### src/rtl/strap_latch_ctrl.sv
module strap_latch_ctrl #(
  parameter int N_OUT = 4,
  parameter int SYNC_STAGES = 2
) (
  input  logic             clk,
  input  logic             rst_n,
  input  logic             pg_pd_n,
  input  logic [1:0]       sel1_lvl,
  input  logic [1:0]       sel0_lvl,
  input  logic [N_OUT-1:0] oe_in,
  output logic [1:0]       freq_code,
  output logic [1:0]       spread_code,
  output logic             straps_valid,
  output logic             pd_req,
  output logic [N_OUT-1:0] clk_en
);

  logic [SYNC_STAGES-1:0] pg_sync;
  logic [N_OUT-1:0] oe_sync [SYNC_STAGES];
  logic pg_s;
  logic s1_hi, s1_mid, s0_hi;
  logic [1:0] dec_freq, dec_spread;

  always_ff @(posedge clk or negedge rst_n) begin
    if (!rst_n) begin
      pg_sync <= '0;
      for (int i = 0; i < SYNC_STAGES; i++) oe_sync[i] <= '0;
    end else begin
      pg_sync <= {pg_sync[SYNC_STAGES-2:0], pg_pd_n};
      oe_sync[0] <= oe_in;
      for (int i = 1; i < SYNC_STAGES; i++) oe_sync[i] <= oe_sync[i-1];
    end
  end

  assign pg_s   = pg_sync[SYNC_STAGES-1];
  assign s1_hi  = sel1_lvl[1];
  assign s1_mid = (sel1_lvl == 2'b01);
  assign s0_hi  = sel0_lvl[1];

  always_comb begin
    if (s1_mid) begin
      dec_freq   = s0_hi ? 2'd2 : 2'd1;
      dec_spread = 2'd0;
    end else begin
      dec_freq   = 2'd0;
      dec_spread = {s1_hi, s0_hi};
    end
  end

  always_ff @(posedge clk or negedge rst_n) begin
    if (!rst_n) begin
      straps_valid <= 1'b0;
      freq_code    <= 2'd0;
      spread_code  <= 2'd0;
    end else if (!straps_valid && pg_s) begin
      straps_valid <= 1'b1;
      freq_code    <= dec_freq;
      spread_code  <= dec_spread;
    end
  end

  assign pd_req = straps_valid & ~pg_s;
  assign clk_en = (straps_valid && pg_s) ? oe_sync[SYNC_STAGES-1] : '0;

endmodule


### config.mk
export PLATFORM = sky130hd
export DESIGN_NAME = strap_latch_ctrl
export DESIGN_NICKNAME = d
export VERILOG_FILES = /design/src/rtl/strap_latch_ctrl.sv
export SDC_FILE = /design/constraint.sdc
export NUM_CORES = 1
export LEC_CHECK = 0
export BUFFER_PORTS_ARGS = -buffer_cell sky130_fd_sc_hd__buf_2
export CAP_MARGIN = 5
export CORE_MARGIN = 5
export CORE_UTILIZATION = 35
export CTS_CLUSTER_SIZE = 8
export DETAILED_ROUTE_END_ITERATION = 10
export GPL_TIMING_DRIVEN = 1
export PLACE_DENSITY = 0.71
export SYNTH_ARGS = -nofsm -noshare
export SYNTH_HDL_FRONTEND = slang
export SYNTH_SLANG_ARGS = --single-unit
### constraint.sdc
create_clock -name clk -period 2 [get_ports clk]
set_input_delay 0.1 -clock clk [delete_from_list [all_inputs] [get_ports clk]]
set_output_delay 0.1 -clock clk [all_outputs]
set_load 0.03 [all_outputs]
==> qor.txt, run 1 <==
Status: completed
Most frequent cells after synthesis: 15 x dfrtp_1, 4 x and3_2, 3 x nand2_1
Final core utilization: 52.61%
Final GP Congestion: 0.5749
Largest area contributor in the netlist: dfrtp_1
Ant diodes: 0
P&R area growth vs syn: 40.61%
CORE AREA: 1318 sq um
Synth top area cells: dfrtp_1 76%, and3_2 6.1%, mux2_4 3.0%
R2r setup slk: 0.96 ns
Die Span Y: 47.53 um
Sequential share of the synthesized area: 76.14%
Port bufs: 19
Final hold viol count: 0
FF-to-FF End: spread_code[1]$_DFFE_PN0P_
Non-Filler Instances: 75
CTS HTree Levels: 1
DR vias: 316
Async S/R FF share, synth: 100.0%
Fmax: 0.8146 GHz
Ratio of final minimum period to clock period: 61.38%
Die area: 2259 sq um
Row count: 13
Starting Density: 37.42%
Leak: 0.3585 nW
Clock-pin slew on the worst setup and hold paths: 0.08 ns
Worst hold slack: 0.03422 ns
Peak VDD IR: 336.9 uV
Crit. End Element: output port
Slew Viols, Final: 0
RSZ-0062 raised after global routing: false
Crit Path Max Fanout: 7
Crit start category: register
Synth Register Bits: 15
Crit path kind: reg2out
Reg2Reg Depth: 2
Number of flops mapped to enable cells by yosys: 0
Yosys top cell area share: 76.14%
Post-CTS Repair Setup Buffers: 0
Net count after synthesis: 42
WP data required: 1.90 ns
Cells after DPL: 65
Via density: 4.213
Pin count of the biggest net entering global routing: 16
Max_slew headroom: 79.32%
Layout cells sized above 1: 51.67%
I/O pin count: 21
Most numerous cell in the Yosys netlist: dfrtp_1
Clock Sinks: 15
Most used DFF post-synth: dfrtp_1
CTS tree: built
Routed WL: 815 um
Drt drc: 0
Max_cap viols: 0
Setup violators final: 0
Cell count after synthesis: 31
Number of global-route vias before repair: 318
Detail-routed net length per standard cell: 10.87 um
Syn Std Cell Area: 493.0 sq um
Slew at the pin with the worst max-slew slack: 0.3102 ns
Min-delay src: sel0_lvl[1]
Routed Antenna Nets: 0
Fin crit period: 1.228 ns
HP Class: in2reg
DR pass1 iterations: 4
Syn avg cell area: 15.90 sq um
DRT iter0 DRCs: 5
Initial antenna violation count: 0
# nets final: 72
First-pass GRT wire length: 1311 um
Gr usage total: 8.645%
Clk root buf: clkbuf_4
GRT overflow: 0
WP data arrival: 1.13 ns
Endpoint, Worst Hold: freq_code[0]$_DFFE_PN0P_
CTS Buf Count: 3
RR Startpoint: straps_valid$_DFFE_PN0P_
CTS resizes: 0
Hold Buf Count CTS: 6
Hold Crit Depth: 2
CTS max path bufs: 2
Dpl hpwl: 619.9 um
PD cells: 824.5 nW/um^2
TNS Setup: 0 ns
Clk_lat worst skew: 0.27 ns
Worst Skew: 0.002368 ns
DIE WIDTH: 47.53 um
Syn. warnings: 0
Distinct cells, synth: 12
[worst max path at each step]
stage | start | endpoint | slack (ns)
after global routing | pg_sync[1]$_DFF_PN0_ | pd_req | 0.70
final | pg_sync[1]$_DFF_PN0_ | pd_req | 0.77
after detailed placement | straps_valid$_DFFE_PN0P_ | spread_code[1]$_DFFE_PN0P_ | 0.97
after floorplan | straps_valid$_DFFE_PN0P_ | spread_code[1]$_DFFE_PN0P_ | 0.81
after global placement | straps_valid$_DFFE_PN0P_ | spread_code[1]$_DFFE_PN0P_ | 0.97
after CTS | pg_sync[1]$_DFF_PN0_ | pd_req | 0.76
[flip-flops by register name (all words and copies together), names as in the netlist]
name          flops
oe_sync           8
freq_code         2
pg_sync           2
spread_code       2
straps_valid      1
[worst max-delay path, stage by stage (launching register included)]
cell and delay (ns):
dfrtp_1 0.45, and2b_2 0.23, buf_2 0.18
[routing by layer]
layer	global-route usage, %	part of all wire (%)	wire (um)	vias to the layer above
met5	0	0	0	-
met4	6.452	0	0	0
met3	2.256	11	90	0
met2	12.83	49	401	15
met1	10.77	40	322	140
li1	-	-	-	161
[cells by family after synthesis]
kind of cell / Yosys count / synth area share [%]
flip-flops: 15 / 76.14
multiplexers: 1 / 3.045
AO/OA/AOI/OAI: 3 / 4.568
AND/OR/NAND/NOR: 12 / 16.24
[power by group]
group,internal [mW],switching [mW]
logic,0.0343,0.0484
clock network,0.0771,0.0811
registers,0.322,0.00863
total,0.433,0.138
[through the flow]
| stage | setup slack, ns | total power, mW | area, sq um |
|---|---|---|---|
| floorplan | 0.8082 | 0.3798 | 493.0 |
| global placement | 0.9742 | 0.4105 | 606.8 |
| detailed placement | 0.9675 | 0.4120 | 606.8 |
| CTS | 0.7557 | 0.5809 | 693.2 |
| global route | 0.6997 | 0.5988 | 693.2 |
| finish | 0.7724 | 0.5715 | 693.2 |
[cells in the final DEF (no fill, tap or decap)]
| master | Yosys | routed |
|---|---|---|
| a22o_2 | 1 | 1 |
| and2b_2 | 1 | 1 |
| and3_2 | 4 | 4 |
| buf_2 | 0 | 19 |
| clkbuf_1 | 0 | 1 |
| clkbuf_4 | 0 | 3 |
| dfrtp_1 | 15 | 15 |
| dlygate4sd3_1 | 0 | 6 |
| mux2_4 | 1 | 1 |
| nand2_1 | 3 | 3 |
| nand2b_1 | 1 | 1 |
| nand2b_4 | 1 | 1 |
| nor2_1 | 1 | 1 |
| o21ai_0 | 1 | 1 |
| o31ai_1 | 1 | 1 |
| or2_2 | 1 | 1 |
[area by class of cell]
cell class | instances | area, sq um
sequential | 15 | 375.4
multi-input combinational | 16 | 117.6
clock buffer | 4 | 26.28
tap | 15 | 18.77
timing repair buffer | 25 | 155.1
fill | 106 | 624.3
No activity file was read; power rests on OpenSTA's default activity.
==> inputs of run 2 (changes only) <==
--- a/config.mk
+++ b/config.mk
@@ -5,6 +5,7 @@
 export SDC_FILE = /design/constraint.sdc
 export NUM_CORES = 1
 export LEC_CHECK = 0
+export ABC_AREA = 1
 export BUFFER_PORTS_ARGS = -buffer_cell sky130_fd_sc_hd__buf_2
 export CAP_MARGIN = 5
 export CORE_MARGIN = 5
@@ -12,7 +13,7 @@
 export CTS_CLUSTER_SIZE = 8
 export DETAILED_ROUTE_END_ITERATION = 10
 export GPL_TIMING_DRIVEN = 1
-export PLACE_DENSITY = 0.71
+export PLACE_DENSITY = 0.73
 export SYNTH_ARGS = -nofsm -noshare
 export SYNTH_HDL_FRONTEND = slang
 export SYNTH_SLANG_ARGS = --single-unit
==> constraint.sdc (replaced) <==
create_clock -name clk -period 1 [get_ports clk]
set_input_delay 0.05 -clock clk [delete_from_list [all_inputs] [get_ports clk]]
set_output_delay 0.05 -clock clk [all_outputs]
set_load 0.03 [all_outputs]
==> qor.txt, run 2 <==
Status: complete, but fails checks
Failing checks: negative setup slack
First-pass GRT wire length: 1580 um
DRT iter0 DRCs: 7
Pin count of the biggest net entering global routing: 16
Crit start category: register
Cells after DPL: 81
Sw frac: 27.41%
Final GP Congestion: 0.6721
Crit path kind: reg2out
WP data required: 0.95 ns
Most numerous cell in the Yosys netlist: dfrtp_1
Psw: 335.0 uW
Ant diodes: 0
Slew Viols, Final: 0
Routed Antenna Nets: 0
Distinct cells, synth: 7
DIE WIDTH: 47.58 um
CTS HTree Levels: 1
CORE AREA: 1318 sq um
Max_cap viols: 0
Drt drc: 0
Ratio of final minimum period to clock period: 109.1%
Final core utilization: 60.59%
Non-Filler Instances: 91
Die Span Y: 47.58 um
RSZ-0062 raised after global routing: true
Synth top area cells: dfrtp_1 76%, inv_1 6.8%, nand2_1 6.8%
Max_slew headroom: 78.38%
Reg area: 376.6 sq um
DR pass1 iterations: 4
Initial antenna violation count: 0
Routed WL: 973 um
Syn Std Cell Area: 494.2 sq um
Net count after synthesis: 56
Syn. warnings: 0
P&R area growth vs syn: 61.52%
Sequential share of the synthesized area: 75.95%
Crit. End Element: output port
Sequential Power Share: 54.2%
PD cells: 1531 nW/um^2
DR vias: 378
Largest area contributor in the netlist: dfrtp_1
Setup WS post-layout: -0.09060 ns
PnR Total Power: 1.222 mW
Crit Path Max Fanout: 2
Port bufs: 19
Layout cells sized above 1: 48.68%
Async S/R FF share, synth: 100.0%
Worst Skew: 0.005393 ns
Most flop-heavy register: oe_sync
Fillers: 108
GRT overflow: 0
Via density: 4.154
Most frequent cells after synthesis: 15 x dfrtp_1, 9 x inv_1, 9 x nand2_1
Fmax: 0.9169 GHz
Multi-input gate area: 127.6 sq um
Leak: 0.4142 nW
Number of global-route vias before repair: 375
Peak VDD IR: 1071 uV
Gr usage total: 10.20%
Clock-pin slew on the worst setup and hold paths: 0.09 ns
Die area: 2263 sq um
# nets final: 88
Detail-routed net length per standard cell: 10.69 um
Fin crit period: 1.091 ns
Dpl hpwl: 650.6 um
CTS tree: built
Clk_lat worst skew: 0.28 ns
Most used DFF post-synth: dfrtp_1
Synth Register Bits: 15
Cell count after synthesis: 45
Yosys top cell area share: 75.95%
Clock Sinks: 15
Max reg flops: 8
Clk root buf: clkbuf_4
CTS max path bufs: 2
I/O pin count: 21
Slew at the pin with the worst max-slew slack: 0.3244 ns
Comb pwr share: 17.8%
Starting Density: 37.51%
Number of flops mapped to enable cells by yosys: 0
HP Class: in2reg
Syn avg cell area: 10.98 sq um
Row count: 13
WP data arrival: 1.04 ns
Setup violators final: 5
Most frequent cells in the layout: 14 x dfrtp_1, 14 x buf_2, 7 x inv_1, 7 x buf_6, 6 x dlygate4sd3_1
Clk pwr share: 28.0%
CTS Buf Count: 3
Int Power: 887.3 uW
Final hold viol count: 0
## run 2: final timing paths
check,start,end,slack (ns),depth (start not counted)
worst max-delay path,pg_sync[1]$_DFF_PN0_,pd_req,-0.09,3
worst min-delay path,sel0_lvl[1],freq_code[0]$_DFFE_PN0P_,0.04,4
worst max register to register,pg_sync[1]$_DFF_PN0_,freq_code[0]$_DFFE_PN0P_,0.03,6
worst min register to register,pg_sync[0]$_DFF_PN0_,pg_sync[1]$_DFF_PN0_,0.36,0
max in group asynchronous,rst_n,straps_valid$_DFFE_PN0P_,0.54,2
min in group asynchronous,rst_n,pg_sync[0]$_DFF_PN0_,0.19,2
## run 2: final cells by class
type	count	area share, %
multi-input combinational	21	15.99
clock buffer	3	2.821
inverter	9	4.545
sequential	15	47.18
tap	15	2.351
clock inverter	1	0.9404
timing repair buffer	27	26.18
## run 2: cell families after synthesis
group	count (synthesis)	share of synthesized area [%]
buf+inv	9	6.835
simple gates	18	14.18
flops	15	75.95
compound gates	3	3.037
## run 2: critical path, stage by stage, from the launching register on
cell     delay (ns)
dfrtp_1        0.42
buf_6          0.14
nor2_4         0.07
buf_6          0.13
## run 2: repair_timing
action | 4_1_cts | 5_1_grt
cloned | 0 | 0
endpoints found under the setup margin | 5 | 9
pin swaps | 2 | 1
gates resized for setup | 15 | 9
buffers inserted | 1 | 0
endpoints found under the hold margin | 20 | 0
hold buffers | 6 | 0
## run 2: stage by stage
| stage | setup WS (ns) | setup TNS (ns) | hold slack (ns) | instance area [sq um] |
|---|---|---|---|---|
| 3_3_place_gp | 0.1093 | 0 | -0.04228 | 641.9 |
| 5_1_grt | -0.1449 | -0.7192 | 0.04527 | 798.3 |
| 3_5_place_dp | 0.08343 | 0 | -0.03917 | 641.9 |
| 4_1_cts | -0.09271 | -0.5595 | 0.04140 | 779.5 |
| 2_1_floorplan | 0.005806 | 0 | -0.2456 | 513.0 |
| 6_report | -0.09060 | -0.3581 | 0.04274 | 798.3 |
## run 2: power by group through the flow
stage               registers (mW)  clock network [mW]  logic [mW]
floorplan                    0.712                   0      0.0585
global placement             0.671                   0       0.166
detailed placement           0.671                   0       0.170
CTS                          0.661               0.349       0.211
global route                 0.666               0.391       0.237
finish                       0.663               0.342       0.218
## run 2: routing by layer
layer | part of all wire [%] | wire length (um) | vias to the layer above | track usage [%]
met5 | 0 | 0 | - | 0
met4 | 0 | 0 | 0 | 4.839
met3 | 6.4 | 62 | 0 | 3.383
met2 | 56 | 541 | 12 | 16.58
met1 | 38 | 369 | 170 | 12.20
li1 | - | - | 196 | -
==> inputs of run 3 (changes only) <==
--- a/config.mk
+++ b/config.mk
@@ -8,12 +8,13 @@
 export ABC_AREA = 1
 export BUFFER_PORTS_ARGS = -buffer_cell sky130_fd_sc_hd__buf_2
 export CAP_MARGIN = 5
+export CORE_ASPECT_RATIO = 1.5
 export CORE_MARGIN = 5
-export CORE_UTILIZATION = 35
+export CORE_UTILIZATION = 25
 export CTS_CLUSTER_SIZE = 8
 export DETAILED_ROUTE_END_ITERATION = 10
 export GPL_TIMING_DRIVEN = 1
-export PLACE_DENSITY = 0.73
+export PLACE_DENSITY = 0.58
 export SYNTH_ARGS = -nofsm -noshare
 export SYNTH_HDL_FRONTEND = slang
 export SYNTH_SLANG_ARGS = --single-unit
==> qor.txt, run 3 (synthesis results as in run 2) <==
Status: complete, but fails checks
Failing checks: negative setup slack
Crit Path Max Fanout: 4
R2r setup slk: 0 ns
Peak VDD IR: 710.9 uV
RR Startpoint: pg_sync[1]$_DFF_PN0_
Initial antenna violation count: 0
Layout cells sized above 1: 48.72%
Hold Crit Depth: 3
Final core utilization: 44.94%
Dpl hpwl: 633.5 um
Ratio of final minimum period to clock period: 112.0%
Drt drc: 0
Setup WS post-layout: -0.1199 ns
Most flop-heavy register: oe_sync
Fmax: 0.8930 GHz
CTS HTree Levels: 1
Max reg flops: 8
Starting Density: 26.65%
Endpoint, Worst Hold: freq_code[1]$_DFFE_PN0P_
WP data arrival: 1.07 ns
CP Cell Sequence: inv_2 -> buf_6 -> nor2_4 -> buf_6
I/O pin count: 21
CORE AREA: 1854 sq um
Row count: 19
CP Buf/Inv Count: 3
DR pass1 iterations: 4
Gr usage total: 7.058%
Fin crit period: 1.120 ns
Via density: 3.970
Place WS: 0.09038 ns
CP top delay family: flip-flops
Slew Viols, Final: 0
Ant diodes: 0
# nets final: 90
Routed WL: 974 um
Leak: 0.4261 nW
HP Class: in2reg
Detail-routed net length per standard cell: 9.838 um
Worst Skew: 0.0006066 ns
RSZ-0062 raised after global routing: true
Clock-pin slew on the worst setup and hold paths: 0.09 ns
Worst setup startpoint: straps_valid$_DFFE_PN0P_
Worst path slowest cell: dfrtp_2
First-pass GRT wire length: 1552 um
Max_slew headroom: 78.51%
Setup violators final: 5
P&R area growth vs syn: 68.61%
Clk root buf: clkbuf_4
PD cells: 1473 nW/um^2
DIE WIDTH: 46.31 um
Min-delay src: sel1_lvl[0]
Final GP Congestion: 0.6549
Number of global-route vias before repair: 401
Clk_lat worst skew: 0.28 ns
Most common cell on crit path: buf_6
CTS Buf Count: 3
CTS max path bufs: 2
Crit. End Element: output port
Die area: 2985 sq um
Most frequent cells in the layout: 14 x dfrtp_1, 14 x buf_2, 7 x inv_1, 7 x nand2_1, 7 x buf_6
Clock Sinks: 15
WP data required: 0.95 ns
Reg2Reg Depth: 6
Pin count of the biggest net entering global routing: 16
GRT overflow: 0
CTS tree: built
Max_cap viols: 0
DRT iter0 DRCs: 4
Routed Antenna Nets: 0
FF-to-FF End: freq_code[0]$_DFFE_PN0P_
Crit path kind: reg2out
Crit start category: register
Die Span Y: 64.46 um
Slew at the pin with the worst max-slew slack: 0.3224 ns
DR vias: 393
Max incr delay on CP: 0.42 ns
Final hold viol count: 0
Port bufs: 19
## run 3: cell types whose count changed in the layout (fill, tap and decap cells not counted), moves of 2 or more
cell / change
nor2_2: -3
nand2_2: -2
nand2_1: +2
buf_4: +2
nor2_4: +3
## run 3: timing repair
action,in CTS,in global routing
endpoints found under the hold margin,20,0
pin swaps,1,2
endpoints found under the setup margin,5,9
setup buffers,2,0
hold buffers,6,0
resized for setup,20,4
## run 3: metrics by stage
step                instances  setup TNS, ns  total power, mW  cell area (sq um)  hold slack (ns)
global placement           87              0           0.8380              649.4         -0.04018
floorplan                  45              0           0.7710              513.0          -0.2456
CTS                        99        -0.4561            1.234              818.3          0.02320
finish                     99        -0.4605            1.227              833.3          0.01859
global route               99        -0.8383            1.284              833.3          0.04245
detailed placement         87              0           0.8406              649.4         -0.03457
## run 3: cell type report
cell class                 count  area [sq um]
fill                         177          1021
multi-input combinational     21         142.6
sequential                    15         376.6
inverter                       9         33.78
timing repair buffer          29         224.0
clock inverter                 1         7.507
clock buffer                   3         22.52
tap                           21         26.28
## run 3: worst min-delay path: stages
cell	delay (ns)
buf_2	0.10
nand2_1	0.06
o21ai_1	0.05
## run 3: how the worst max path moves through the flow
stage                     depth (start not counted)         to  slack (ns)
after floorplan                                   2  clk_en[0]       0.006
after global placement                            3  clk_en[3]        0.11
after detailed placement                          3  clk_en[3]        0.09
after CTS                                         4     pd_req       -0.12
after global routing                              4     pd_req       -0.18
final                                             4     pd_req       -0.12
## run 3: per-layer routing
layer  routed length [um]  track usage [%]
met1                  362            6.842
met2                  544            12.59
met3                   59            1.662
met4                    8            4.270
met5                    0                0
## run 3: where the power goes
| group | internal, mW | switching [mW] | total, mW |
|---|---|---|---|
| Combinational | 0.0891 | 0.128 | 0.217 |
| Clock | 0.152 | 0.196 | 0.347 |
| Sequential | 0.645 | 0.0171 | 0.663 |
